### config.mk
export PLATFORM = sky130hd
export DESIGN_NAME = pix_pair_demux
export DESIGN_NICKNAME = d
export VERILOG_FILES = /design/src/rtl/pxd_pkg.sv /design/src/rtl/pxd_anchor.sv /design/src/rtl/pxd_lane.sv /design/src/rtl/pix_pair_demux.sv
export SDC_FILE = /design/constraint.sdc
export NUM_CORES = 1
export LEC_CHECK = 0
export BUFFER_PORTS_ARGS = -buffer_cell sky130_fd_sc_hd__buf_2
export CAP_MARGIN = 20
export CORE_MARGIN = 2
export CORE_UTILIZATION = 35
export DETAILED_ROUTE_END_ITERATION = 6
export MAX_ROUTING_LAYER = met4
export SYNTH_ARGS = -nofsm -noshare
export SYNTH_HDL_FRONTEND = slang
export SYNTH_SLANG_ARGS = --single-unit
### constraint.sdc
create_clock -name clk -period 2.6 [get_ports clk]
set_clock_uncertainty 0.1 [all_clocks]
set_input_delay 0.52 -clock clk [delete_from_list [all_inputs] [get_ports clk]]
set_output_delay 0.52 -clock clk [all_outputs]
set_load 0.01 [all_outputs]
### src/rtl/pxd_pkg.sv
package pxd_pkg;

  // Event used to restart even/odd dot pairing.
  typedef enum logic {
    ANC_LINE = 1'b0,
    ANC_EN   = 1'b1
  } anc_src_e;

endpackage

### src/rtl/pxd_anchor.sv
module pxd_anchor
  import pxd_pkg::*;
(
  input  logic     clk,
  input  logic     rst_n,
  input  logic     line_sync,
  input  logic     en_act,
  input  anc_src_e src,
  input  logic     lag,
  output logic     anchor,
  output logic     is_even
);

  logic sync_q, sync_d;
  logic en_q, en_d;
  logic raw_q, raw_d;
  logic odd_next_q, odd_next_d;
  logic raw_evt;

  // Event detection and optional one-clock lag.
  always_comb begin
    if (src == ANC_EN) raw_evt = en_act & ~en_q;
    else               raw_evt = line_sync & ~sync_q;
    anchor     = lag ? raw_q : raw_evt;
    is_even    = anchor | ~odd_next_q;
    sync_d     = line_sync;
    en_d       = en_act;
    raw_d      = raw_evt;
    odd_next_d = is_even;
  end

  always_ff @(posedge clk or negedge rst_n) begin
    if (!rst_n) begin
      sync_q     <= 1'b0;
      en_q       <= 1'b0;
      raw_q      <= 1'b0;
      odd_next_q <= 1'b0;
    end else begin
      sync_q     <= sync_d;
      en_q       <= en_d;
      raw_q      <= raw_d;
      odd_next_q <= odd_next_d;
    end
  end

  // Two odd dots never follow each other.
  AST_NO_DOUBLE_ODD: assert property (@(posedge clk) disable iff (!rst_n)
    !is_even |=> is_even);

endmodule

### src/rtl/pxd_lane.sv
module pxd_lane #(
  parameter int CW = 4
) (
  input  logic          clk,
  input  logic          rst_n,
  input  logic          load,
  input  logic          clr,
  input  logic [CW-1:0] din_col,
  input  logic          din_str,
  input  logic          col_inv,
  input  logic          str_inv,
  output logic [CW-1:0] out_col,
  output logic          out_str
);

  logic [CW-1:0] col_q, col_d;
  logic          str_q, str_d;

  always_comb begin
    col_d = col_q;
    str_d = str_q;
    if (clr) begin
      col_d = '0;
      str_d = 1'b0;
    end else if (load) begin
      col_d = din_col;
      str_d = din_str;
    end
  end

  always_ff @(posedge clk or negedge rst_n) begin
    if (!rst_n) begin
      col_q <= '0;
      str_q <= 1'b0;
    end else begin
      col_q <= col_d;
      str_q <= str_d;
    end
  end

  // Polarity is applied after the register so reset always gives the inactive level.
  assign out_col = col_q ^ {CW{col_inv}};
  assign out_str = str_q ^ str_inv;

  AST_CLR_INACTIVE: assert property (@(posedge clk) disable iff (!rst_n)
    clr |=> (out_col == {CW{col_inv}}) && (out_str == str_inv));

endmodule

### src/rtl/pix_pair_demux.sv
module pix_pair_demux
  import pxd_pkg::*;
#(
  parameter int CW = 4
) (
  input  logic          clk,
  input  logic          rst_n,
  input  logic [CW-1:0] dot_col,
  input  logic          dot_val,
  input  logic          line_sync,
  input  logic          disp_en,
  input  logic          demux_en,
  input  logic          two_phase,
  input  logic          anchor_src,
  input  logic          anchor_lag,
  input  logic          en_pol,
  input  logic          col_inv,
  input  logic          str_inv,
  output logic [CW-1:0] a_col,
  output logic          a_str,
  output logic [CW-1:0] b_col,
  output logic          b_str
);

  localparam int NLANE = 2;

  logic          en_act;
  logic [CW-1:0] g_col;
  logic          g_str;
  logic          anchor, is_even;

  logic [CW-1:0] ehold_col_q, ehold_col_d;
  logic          ehold_str_q, ehold_str_d;
  logic [CW-1:0] ohold_col_q, ohold_col_d;
  logic          ohold_str_q, ohold_str_d;
  logic          pend_q, pend_d;

  logic [NLANE-1:0]         ln_load, ln_clr, ln_str, ln_ostr;
  logic [NLANE-1:0][CW-1:0] ln_col, ln_ocol;

  // Display-enable gating of the incoming dot.
  assign en_act = disp_en ^ en_pol;
  assign g_col  = en_act ? dot_col : '0;
  assign g_str  = en_act & dot_val;

  pxd_anchor u_anchor (
    .clk       (clk),
    .rst_n     (rst_n),
    .line_sync (line_sync),
    .en_act    (en_act),
    .src       (anc_src_e'(anchor_src)),
    .lag       (anchor_lag),
    .anchor    (anchor),
    .is_even   (is_even)
  );

  // Steering: even dot waits in ehold, odd dot optionally waits in ohold.
  always_comb begin
    ehold_col_d = ehold_col_q;
    ehold_str_d = ehold_str_q;
    ohold_col_d = ohold_col_q;
    ohold_str_d = ohold_str_q;
    if (is_even) begin
      ehold_col_d = g_col;
      ehold_str_d = g_str;
    end else begin
      ohold_col_d = g_col;
      ohold_str_d = g_str;
    end
    pend_d = demux_en & two_phase & ~is_even;

    ln_clr[0]  = 1'b0;
    ln_load[0] = demux_en ? ~is_even : 1'b1;
    ln_col[0]  = demux_en ? ehold_col_q : g_col;
    ln_str[0]  = demux_en ? ehold_str_q : g_str;

    ln_clr[1]  = ~demux_en;
    ln_load[1] = two_phase ? pend_q : ~is_even;
    ln_col[1]  = two_phase ? ohold_col_q : g_col;
    ln_str[1]  = two_phase ? ohold_str_q : g_str;
  end

  always_ff @(posedge clk or negedge rst_n) begin
    if (!rst_n) begin
      ehold_col_q <= '0;
      ehold_str_q <= 1'b0;
      ohold_col_q <= '0;
      ohold_str_q <= 1'b0;
      pend_q      <= 1'b0;
    end else begin
      ehold_col_q <= ehold_col_d;
      ehold_str_q <= ehold_str_d;
      ohold_col_q <= ohold_col_d;
      ohold_str_q <= ohold_str_d;
      pend_q      <= pend_d;
    end
  end

  for (genvar gi = 0; gi < NLANE; gi++) begin : g_lane
    pxd_lane #(.CW(CW)) u_lane (
      .clk     (clk),
      .rst_n   (rst_n),
      .load    (ln_load[gi]),
      .clr     (ln_clr[gi]),
      .din_col (ln_col[gi]),
      .din_str (ln_str[gi]),
      .col_inv (col_inv),
      .str_inv (str_inv),
      .out_col (ln_ocol[gi]),
      .out_str (ln_ostr[gi])
    );
  end

  assign a_col = ln_ocol[0];
  assign a_str = ln_ostr[0];
  assign b_col = ln_ocol[1];
  assign b_str = ln_ostr[1];

  AST_B_IDLE_STRAIGHT: assert property (@(posedge clk) disable iff (!rst_n)
    !demux_en |=> (b_col == {CW{col_inv}}) && (b_str == str_inv));
  AST_SYNC_TOGETHER: assert property (@(posedge clk) disable iff (!rst_n)
    (demux_en && !two_phase) |-> (ln_load[0] == ln_load[1]));
  AST_STAGGER: assert property (@(posedge clk) disable iff (!rst_n)
    (demux_en && two_phase && ln_load[0]) |=> (ln_load[1] && !ln_load[0]));
  AST_ANCHOR_EVEN: assert property (@(posedge clk) disable iff (!rst_n)
    (demux_en && anchor) |-> !ln_load[0]);
  AST_GATE_BLANK: assert property (@(posedge clk) disable iff (!rst_n)
    (!demux_en && !en_act) |=> (a_str == str_inv) && (a_col == {CW{col_inv}}));

endmodule

# == After elaboration in Yosys (flattened, before gate mapping) ==
# Index checks and enable logic that the tools add are counted.
# W data, S select, Z words.
# classes
eq_ne,1
bitwise,15
muxes,13
# ops
operator,count
$mux W4,5
$mux W1,8
$xor A4 B4 Y4,2
$and A1 B1 Y1,5
$not A1 Y1,4
$xor A1 B1 Y1,3
$ne A2 B1 Y1 const B,1
$or A1 B1 Y1,1
# word_totals
register_bits,25
output_inout_bits,10

# == Logic depth before layout (Yosys ltp) ==
# Gate-level depths: netlist of run 1.
# logic_depth
word_depth,9
mapped_depth,7
mapped_depth_nobuf,5

# == By module ==
# Synthesis of run 1 repeated with hierarchy kept, for this count alone.
# unflattened
hier_cells,134
hier_area_um2,1397.6
# by_module_without_submodules
module,n_inst,area_per_inst_um2,cells_each
pix_pair_demux,1,747.0,80
pxd_lane,2,249.0,21
pxd_anchor,1,152.6,12

# == Least setup slack after synthesis of run 1 ==
# OpenSTA, ideal clock, no wires.
# synth_path
path_type,in2reg
from,input en_pol
to,register g_lane[1].u_lane.col_q[0]
setup_ps,126
cell_stages,5
path_buffers,0
setup_slack_ps,817
arrival_ps,1557
cell_sequence,xor2_1 > a211oi_2 > inv_2 > o211a_1 > a221o_1
# synth_between
elab_chain_cells,8
# synth_lines
item,line_no,rtl
from (decl),pix_pair_demux.sv:16,"input logic en_pol,"
$xor A1 B1 Y1 *,pix_pair_demux.sv:42,assign en_act = disp_en ^ en_pol;
$and A1 B1 Y1,pxd_anchor.sv:22,if (src == ANC_EN) raw_evt = en_act & ~en_q;
$mux W1,pxd_anchor.sv:22,
$mux W1,pxd_anchor.sv:24,anchor = lag ? raw_q : raw_evt;
$or A1 B1 Y1,pxd_anchor.sv:25,is_even = anchor | ~odd_next_q;
$not A1 Y1,pix_pair_demux.sv:78,ln_load[1] = two_phase ? pend_q : ~is_even;
$mux W1,pix_pair_demux.sv:78,
$ne A2 B1 Y1 (no line),-,
to (signal assigned),pxd_lane.sv:36,col_q <= col_d;
to (decl),pxd_lane.sv:16,"logic [CW-1:0] col_q, col_d;"
# Every way passes the cells marked *; elsewhere a longest branch is shown, timed or not. The select of a mux whose other input is x is not followed.
# A chain may end at the register's enable or synchronous reset.

# == Worst setup path after layout of run 1 ==
# layout_path
from,register u_anchor.sync_q
to,register g_lane[1].u_lane.col_q[2]
# layout_between
elab_chain_cells,8
# layout_lines
item,line_no,rtl
from (decl),pxd_anchor.sv:14,"logic sync_q, sync_d;"
from (signal assigned),pxd_anchor.sv:39,sync_q <= sync_d;
$not A1 Y1,pxd_anchor.sv:23,else raw_evt = line_sync & ~sync_q;
$and A1 B1 Y1,pxd_anchor.sv:23,
$mux W1,pxd_anchor.sv:22,
$mux W1,pxd_anchor.sv:24,
$or A1 B1 Y1,pxd_anchor.sv:25,
$not A1 Y1,pix_pair_demux.sv:78,
$mux W1,pix_pair_demux.sv:78,
$ne A2 B1 Y1 (no line),-,
# No other way between the ends.

==> run metrics, run 1 <==
most frequent cell after synthesis=dfrtp_1; synthesized cell area=between 1000 and 1500 sq um; reg2reg path depth=6; Starting DRT DRC Count=11; Routed wire per std cell=approximately 13 um; largest cells by area after synthesis=dfrtp_1 57%, xor2_1 8.8%, nand2_1 7.2%, a221o_1 4.6%, o21ai_0 4.6%; Num CTS Buffers=3; worst ir drop on vdd=about 180 uV; fillers=310; CP required=around 2.7 ns; fin cells=about 180; CTS Buffer Depth=2; Max Fclk=around 570 MHz; vias in the first global route=around 840; ANT nets after route=0; synthesized flop and latch total=25; sequential share of the synthesized area=between 50% and 60%; Tot GR Track Use=about 15%; Distinct cells, synth=22; global-route wire length before repair=about 4.0 mm; clock latency on the worst-skew pair=~0.31 ns; leading area contributor after synthesis=dfrtp_1; number of synthesized flops with an enable pin=0; Core Footprint=3030 sq um; crit path kind=flip-flop to flip-flop; setup TNS=0 ns; Crit. End Element=flip-flop; IO Port Bufs=25; Vias=842; clk sinks=25; placed insts=approximately 170; FF-to-FF Start=u_anchor.sync_q; P&R area growth vs syn=18.2%; Mean Syn Cell Area=approximately 10 sq um; post-layout instance area=1300 sq um; Slew @ Worst Pin=0.560 ns; Rows=20; Final Hold Fails=0; die span in y=60.1 um; area occupied by multi-input gates=438 sq um; largest net degree at the start of global routing=26; Leak Pwr=0.633 nW; worst relative slew slack=around 63%; HP Class=input pin to asynchronous set/reset pin; ys async rst share=100%; Detailed Routing Iterations Pass 1=4; synth warn=0; n_diodes=0; initial antenna violation count=0; worst reg2reg path endpoint=g_lane[1].u_lane.col_q[2]; PostCTS Resize Cnt=0; unrepaired setup endpoints after global routing=false; post-DP HPWL=roughly 1.7 mm; Max-Cap Viols=0; Overflow after GRT=0; dpl cell area=1270 sq um; Post-CTS Hold Buffers=0; Routed WL=between 2 and 2.5 mm; Final GP Congestion=around 0.70; Crit path arrival time=around 1.9 ns; CTS clk-pin slew, worst paths=0.13 ns; fin nets=between 100 and 150; CTS tree=yes; IO Count=26; die width=approximately 60 um; Setup Buffers After CTS=0; flop-to-flop setup slack=between 0.8 and 0.9 ns; Pwr per Cell Area=~680 nW/um^2; Max FO, Critical Path=13; die area=around 3600 sq um; Synth Instances=~110; top cell type's share of synthesized area=between 50% and 60%; register area=between 600 and 700 sq um; Slew Viols, Final=0; # setup viols final=0; initial core utilization=between 30% and 40%; synth cell count leaders=25 x dfrtp_1, 21 x nand2_1, 11 x xor2_1; outcome=finished clean; minimum clock period=approximately 1.7 ns; Mapped Nets=~120; fraction of layout cells with a size suffix above 1=between 20% and 30%; Max H-tree Level=1; CTS root buffer=clkbuf_4; main flop type after synthesis=dfrtp_1; overall power=883 uW; detailed-route DRC error count=0; vias per inst=4.81; Critical Path Start Type=flip-flop; period utilization=roughly 67%
-- cells in the final DEF, fill, tap and decap left out, drive strengths merged, types with 2 or more instances in the layout --
master,count
buf,28
dfrtp,25
nand2,21
xor2,11
o21ai,10
a21oi,5
a31oi,5
nor3,5
a221o,5
clkbuf,4
and3,2
inv,2
-- final cells by class --
cell class | count | share of cell area, %
Sequential cell | 25 | 48.1
Multi-Input combinational cell | 72 | 33.7
Timing Repair Buffer | 28 | 11.4
Tap cell | 44 | 4.23
Clock buffer | 4 | 2.02
Inverter | 2 | 0.577
-- metal layers --
metal	GRT usage, %	wire, um
met5	-	0
met4	6.67	25
met3	1.95	77
met2	24.1	1180
met1	19.8	1040
-- worst max path at each step --
stage / startpoint / end / slack, ns / cells after the start
6_report: u_anchor.sync_q / g_lane[1].u_lane.col_q[2] / 0.86 / 6
5_1_grt: u_anchor.sync_q / g_lane[1].u_lane.col_q[1] / 0.64 / 6
4_1_cts: col_inv / a_col[3] / 0.85 / 3
3_5_place_dp: anchor_src / g_lane[1].u_lane.col_q[3] / 0.60 / 6
3_3_place_gp: anchor_src / g_lane[1].u_lane.col_q[3] / 0.63 / 6
2_1_floorplan: en_pol / g_lane[1].u_lane.col_q[0] / 0.82 / 5
-- power by group --
part	leakage (nW)	internal, mW	switching (mW)
registers	0.321	0.454	0.0334
clock network	0.0150	0.0599	0.112
logic	0.297	0.0901	0.133
-- sequential cells by signal, indices dropped and copies added, names as in the netlist --
signal	cells
g_lane.u_lane.col_q	8
ehold_col_q	4
ohold_col_q	4
g_lane.u_lane.str_q	2
ehold_str_q	1
ohold_str_q	1
pend_q	1
u_anchor.en_q	1
u_anchor.odd_next_q	1
u_anchor.raw_q	1
u_anchor.sync_q	1
-- worst max-delay path: stages (launching register included) --
cell      delay, ns
dfrtp_1        0.40
nor4b_1        0.36
a211oi_2       0.10
inv_2          0.15
buf_4          0.20
nor3_1         0.07
a221o_1        0.26
-- cell families after synthesis --
group,Yosys count,synth area share (%)
DFF,25,56.9
AOI/OAI and AO/OA,29,18.1
buffers and inverters,8,3.30
and+or+nand+nor,32,13.0
xor gates and xnor gates,11,8.76
-- metrics by stage --
stage          setup WS (ns)  hold slack (ns)  util [%]
2_1_floorplan          0.817            0.124         -
3_3_place_gp           0.626            0.359      42.1
3_5_place_dp           0.603            0.372      42.1
4_1_cts                0.851           0.0889      42.9
5_1_grt                0.641           0.0861      42.9
6_report               0.860           0.0772      42.9
Note: power is estimated with default switching activity, not from simulation.
==> run 2, diff against run 1 <==
- ABC_AREA: not set -> 1
- clock period: 2.6 -> 1.8 ns (I/O delays scaled with it)
==> run 2 against run 1 <==
  * Synthesized area grew 23%
  * Setup slack got worse by 0.48 ns
  * Critical path type is now flip-flop to output port
  * Critical path depth fell by 4
  * First-iteration DRC count increased by 140%
  * Cell area increased by 18%
  * Cell count is 19% higher
  * Combinational power increased by 80%
  * Worst hold slack improved by 0.045 ns
  * Clock power rose by 90%
  * Sequential cell count did not move
  * Synthesized cell count rose by 30%
==> run metrics, run 2 <==
reg2reg path depth=8 (was 6); placed insts=203 (was 171); Final Hold Fails=0 (unchanged); Setup Buffers After CTS=0 (unchanged); worst ir drop on vdd=275 uV (was 175 uV); overall power=1.44 mW (was 883 uW); max reg flops=8 (unchanged); synth cell count leaders=28 x nand2_1, 25 x dfrtp_1, 20 x nand3_1 (was 25 x dfrtp_1, 21 x nand2_1, 11 x xor2_1); unrepaired setup endpoints after global routing=false (unchanged); number of synthesized flops with an enable pin=0 (unchanged); Distinct cells, synth=25 (was 22); CTS tree=yes (unchanged); setup TNS=0 ns (unchanged); Max-Cap Viols=0 (unchanged); post-DP HPWL=1.86 mm (was 1.71 mm); Slew @ Worst Pin=0.560 ns (about the same); period utilization=78.8%; sequential share of the synthesized area=46.1% (was 56.9%); fin cells=208 (was 175); synthesized cell area=1360 sq um (was 1100 sq um); vias per inst=4.61 (was 4.81); CTS root buffer=clkbuf_8 (was clkbuf_4); Slew Viols, Final=0 (unchanged); clock latency on the worst-skew pair=0.26 ns (was 0.31 ns); Synth Instances=136 (was 105); global-route wire length before repair=4.27 mm (was 3.96 mm); initial core utilization=36.8% (was 36.3%); most frequent cells in the layout=28 x nand2_1, 25 x dfrtp_1, 25 x buf_2, 20 x nand3_1, 11 x nand3_2 (was 25 x dfrtp_1, 25 x buf_2, 21 x nand2_1, 11 x xor2_1, 10 x o21ai_0); fillers=380 (was 310); most common cell after layout, fill and taps aside=nand2_1; clk sinks=25 (unchanged); most frequent cell after synthesis=nand2_1 (was dfrtp_1); fin nets=177 (was 148); CP required=1.34 ns (was 2.71 ns); largest net degree at the start of global routing=26 (unchanged); Routed wire per std cell=12.1 um (was 13.2 um); die area=4390 sq um (was 3610 sq um); IO Count=26 (unchanged); die span in y=66.3 um (was 60.1 um); hold depth=1; Detailed Routing Iterations Pass 1=4 (unchanged); Pwr per Cell Area=944 nW/um^2 (was 679 nW/um^2); Critical Path Source=g_lane[1].u_lane.col_q[0] (was u_anchor.sync_q); Routed WL=2.52 mm (was 2.32 mm); CTS Buffer Depth=2 (unchanged); Crit. End Element=output port (was flip-flop); Mapped Nets=152 (was 121); Starting DRT DRC Count=26 (was 11); fraction of layout cells with a size suffix above 1=36.9% (was 26.0%); minimum clock period=1.42 ns; ys async rst share=100% (unchanged); Vias=959 (was 842); leading area contributor after synthesis=dfrtp_1 (unchanged); Mean Syn Cell Area=9.97 sq um (was 10.5 sq um); die width=66.3 um (was 60.1 um); initial antenna violation count=0 (unchanged); Num CTS Buffers=3 (unchanged); Largest Register=g_lane.u_lane.col_q (unchanged); Tot GR Track Use=13.3% (was 15.3%); n_diodes=0 (unchanged); Final GP Congestion=0.794 (was 0.703); CTS clk-pin slew, worst paths=0.08 ns (was 0.13 ns); Core Footprint=3690 sq um (was 3030 sq um); vias in the first global route=906 (was 843); fin util=41.5% (was 42.9%); Max FO, Critical Path=2 (was 13); HP Class=input pin to flip-flop (was input pin to asynchronous set/reset pin); detailed-route DRC error count=0 (unchanged); Max Fclk=705 MHz; synth warn=0 (unchanged); outcome=finished clean (unchanged); Crit path arrival time=0.96 ns (was 1.85 ns); Critical Path Start Type=flip-flop (unchanged); Hold Startpoint=line_sync; IO Port Bufs=25 (unchanged); crit path kind=flip-flop to output port (was flip-flop to flip-flop); largest cells by area after synthesis=dfrtp_1 46%, nand3_2 8.1%, nand2_1 7.7%, nand3_1 7.4%, xor2_1 6.5% (was dfrtp_1 57%, xor2_1 8.8%, nand2_1 7.2%, a221o_1 4.6%, o21ai_0 4.6%); FF-to-FF Start=u_anchor.sync_q (unchanged); Leak Pwr=0.780 nW (was 0.633 nW); Max H-tree Level=1 (unchanged); # setup viols final=0 (unchanged); largest registers=g_lane.u_lane.col_q (8), ehold_col_q (4), ohold_col_q (4) (unchanged); Rows=22 (was 20); P&R area growth vs syn=12.8% (was 18.2%); top cell type's share of synthesized area=46.1% (was 56.9%); worst relative slew slack=62.7% (about the same); ANT nets after route=0 (unchanged); synthesized flop and latch total=25 (unchanged); Overflow after GRT=0 (unchanged); main flop type after synthesis=dfrtp_1 (unchanged)
[run 2: changes by cell type after synthesis, sizes merged, moves of 3 or more]
cell / before / now
a31oi: 5 / 0
nand3: 0 / 31
a21oi: 5 / 0
nand2: 21 / 34
buf: 3 / 7
clkbuf: 3 / 0
a221o: 5 / 0
o21ai: 10 / 15
inv: 2 / 8
nor3: 5 / 0
[run 2: kinds of logic (layout without fill, tap and decap cells)]
family                 Yosys count  after routing  share of synthesized area, %
flip-flops                      25             25                          46.1
XOR/XNOR                        10             10                          6.46
AND/OR/NAND/NOR                 70             70                          30.9
AO/OA/AOI/OAI                   16             16                          8.30
buffers and inverters           15             39                          8.21
[run 2: path summary, 6_finish.rpt]
check / to / slack [ns]
setup / recovery: b_col[0] / 0.38
hold / removal: u_anchor.sync_q / 0.12
setup reg to reg: g_lane[1].u_lane.col_q[0] / 0.46
hold reg to reg: g_lane[1].u_lane.col_q[1] / 0.39
max in group asynchronous: g_lane[0].u_lane.col_q[0] / 0.71
min in group asynchronous: g_lane[1].u_lane.col_q[0] / 0.52
[run 2: metrics by stage]
stage                     setup slack [ns]  hold WS (ns)  cell area [sq um]
after floorplan                      0.511       -0.0356               1360
after global placement               0.365         0.285               1480
after detailed placement             0.332         0.281               1480
after CTS                            0.375         0.115               1530
after global routing                 0.333         0.108               1530
final                                0.382         0.123               1530
[run 2: critical path: stages (launching register included)]
cell and delay [ns]:
dfrtp_1 0.41, xor2_1 0.14, buf_2 0.14
[run 2: area by class of cell]
type / count / area, sq um / share of cell area [%]
clock buffers: 4 / 45.0 / 2.94
inverters: 8 / 37.5 / 2.45
flip-flops and latches: 25 / 626 / 40.9
well taps: 48 / 60.1 / 3.92
repair buffers: 27 / 143 / 9.32
multi-input cells: 96 / 619 / 40.5
[run 2: what timing repair did]
action                    4_1_cts  5_1_grt
resized for setup               0        0
hold buffers                    1        0
hold endpoints to repair       25        0
[run 2: routing by layer]
layer | track usage (%) | vias up | routed length, um
met2 | 22.4 | 23 | 1250
li1 | - | 496 | -
met4 | 5.36 | 0 | 42
met1 | 15.8 | 436 | 1140
met3 | 2.04 | 4 | 83
met5 | - | - | 0
[run 2: report_power, final]
group / internal (mW) / switching, mW / total [mW]
clock network: 0.158 / 0.168 / 0.326
logic: 0.159 / 0.242 / 0.401
registers: 0.659 / 0.0583 / 0.718
==> run 3, diff against run 2 <==
- clock period: 1.8 -> 1.4 ns (I/O delays scaled with it)
==> run 3 against run 2 <==
  * Utilization up 1.0 points
  * Critical endpoint is now a_str
  * Critical path depth did not move
  * Sequential cell count unchanged
  * Largest cell class unchanged
  * Wire length fell by 2.2%
==> run metrics, run 3 (synthesis results as in run 2) <==
outcome=finished clean (unchanged); CP top delay family=flip-flops (unchanged); Leak Pwr=0.803 nW (was 0.780 nW); WHS Endpoint=u_anchor.sync_q (unchanged); period utilization=a little over nine tenths; Int Pwr=1.27 mW (was 977 uW); reg2reg path depth=7 (was 8); Crit. End Element=output port (unchanged); worst reg2reg path endpoint=g_lane[0].u_lane.str_q (was g_lane[1].u_lane.col_q[0]); Final GP Congestion=0.804 (was 0.794); unrepaired setup endpoints after global routing=false (unchanged); die span in y=66.3 um (unchanged); initial antenna violation count=0 (unchanged); Max Fclk=roughly 740 MHz; most frequent cells in the layout=28 x nand2_1, 25 x dfrtp_1, 25 x buf_2, 20 x nand3_1, 11 x nand3_2 (unchanged); ANT nets after route=0 (unchanged); Reg power frac=49.1% (was 49.7%); initial core utilization=36.8% (unchanged); Detailed Routing Iterations Pass 1=4 (unchanged); Slew @ Worst Pin=0.551 ns (was 0.560 ns); die area=4390 sq um (unchanged); sw frac=32.7% (was 32.4%); Clk pwr share=22.9% (was 22.6%); crit path kind=flip-flop to output port (unchanged); Overflow after GRT=0 (unchanged); worst ir drop on vdd=374 uV (was 275 uV); n_diodes=0 (unchanged); IO Count=26 (unchanged); fin nets=182 (was 177); Starting DRT DRC Count=31 (was 26); Crit path arrival time=0.96 ns (about the same); setup TNS=0 ns (unchanged); HP Class=input pin to flip-flop (unchanged); Vias=991 (was 959); Rows=22 (unchanged); Buf/Inv on CP=1 (unchanged); clock latency on the worst-skew pair=0.27 ns (was 0.26 ns); global-route wire length before repair=4.21 mm (was 4.27 mm); Routed wire per std cell=11.6 um (was 12.1 um); hold depth=1 (unchanged); CTS clk-pin slew, worst paths=0.09 ns (was 0.08 ns); IO Port Bufs=25 (unchanged); slowest stage delay, CP=0.41 ns (about the same); max reg flops=8 (unchanged); Pwr per Cell Area=1200 nW/um^2 (was 944 nW/um^2); post-DP HPWL=1.85 mm (was 1.86 mm); clk sinks=25 (unchanged); vias per inst=4.65 (was 4.61); cell breakdown of the critical path=xor2_1, buf_2 (unchanged); Final Hold Fails=0 (unchanged); area occupied by multi-input gates=619 sq um (unchanged); P&R area growth vs syn=15.6% (was 12.8%); CP required=1.02 ns (was 1.34 ns); register area=626 sq um (unchanged); Num CTS Buffers=3 (unchanged); Critical Path Start Type=flip-flop (unchanged); CTS root buffer=clkbuf_8 (unchanged); Largest Register=g_lane.u_lane.col_q (unchanged); largest registers=g_lane.u_lane.col_q (8), ehold_col_q (4), ohold_col_q (4) (unchanged); Tot GR Track Use=13.0% (was 13.3%); fillers=377 (was 380); CTS tree=yes (unchanged); flop-to-flop setup slack=0.11 ns (was 0.46 ns); Hold Startpoint=line_sync (unchanged); largest net degree at the start of global routing=26 (unchanged); vias in the first global route=927 (was 906); Slew Viols, Final=0 (unchanged); Routed WL=2.46 mm (was 2.52 mm); Worst path slowest cell=dfrtp_1 (unchanged); switching power=615 uW (was 468 uW); die width=66.3 um (unchanged); Max H-tree Level=1 (unchanged); most common cell after layout, fill and taps aside=nand2_1 (unchanged); Comb power frac=27.9% (was 27.7%); worst relative slew slack=63.3% (was 62.7%); detailed-route DRC error count=0 (unchanged); fraction of layout cells with a size suffix above 1=38.8% (was 36.9%); Core Footprint=3690 sq um (unchanged); # setup viols final=0 (unchanged); overall power=1.88 mW (was 1.44 mW); Max-Cap Viols=0 (unchanged); minimum clock period=approximately 1.3 ns; FF-to-FF Start=u_anchor.sync_q (unchanged); CTS Buffer Depth=2 (unchanged); Max FO, Critical Path=2 (unchanged)
==> run 3: worst max path at each step <==
stage	cells after the start	end	startpoint	slack [ns]
floorplan	8	g_lane[0].u_lane.col_q[2]	u_anchor.sync_q	0.13
global placement	11	g_lane[1].u_lane.col_q[1]	disp_en	0.07
detailed placement	11	g_lane[1].u_lane.col_q[0]	disp_en	0.05
CTS	2	b_col[0]	g_lane[1].u_lane.col_q[0]	0.06
global route	2	a_str	g_lane[0].u_lane.str_q	0.01
finish	2	a_str	g_lane[0].u_lane.str_q	0.06
==> run 3: layer usage <==
layer | wire length, um | vias up | track usage [%] | part of all wire (%)
met4 | 45 | 0 | 5.36 | 1.8
li1 | - | 506 | - | -
met3 | 84 | 4 | 1.70 | 3.4
met2 | 1210 | 18 | 21.5 | 49
met1 | 1120 | 463 | 16.1 | 45
met5 | 0 | - | - | 0
==> run 3: power by group through the flow <==
| stage | Combinational (mW) | Sequential, mW | Clock [mW] |
|---|---|---|---|
| final | 0.526 | 0.925 | 0.432 |
| after global routing | 0.592 | 0.941 | 0.462 |
| after CTS | 0.535 | 0.927 | 0.436 |
| after detailed placement | 0.530 | 0.939 | 0 |
| after global placement | 0.526 | 0.936 | 0 |
| after floorplan | 0.426 | 0.922 | 0 |
==> run 3: layout make-up <==
type                            instances  share of cell area [%]
Multi-Input combinational cell         96                    39.5
Sequential cell                        25                    39.9
Tap cell                               48                    3.83
Timing Repair Buffer                   32                    11.5
Clock buffer                            4                    2.87
Inverter                                8                    2.39
==> run 3: metrics by stage <==
step / setup slack, ns / hold slack, ns / instance area [sq um] / instances / util [%]
2_1_floorplan: 0.135 / -0.116 / 1360 / 136 / -
4_1_cts: 0.0555 / 0.0308 / 1570 / 213 / 42.5
3_3_place_gp: 0.0710 / 0.198 / 1510 / 208 / 41.0
3_5_place_dp: 0.0473 / 0.204 / 1510 / 208 / 41.0
5_1_grt: 0.0114 / 0.0322 / 1570 / 213 / 42.5
6_report: 0.0553 / 0.0284 / 1570 / 213 / 42.5
==> run 3: timing repair <==
action                                  CTS  global route
endpoints found under the setup margin    0             0
resized for setup                         0             0
hold buffers                              1             0
setup buffers                             0             0
hold endpoints to repair                 25             0
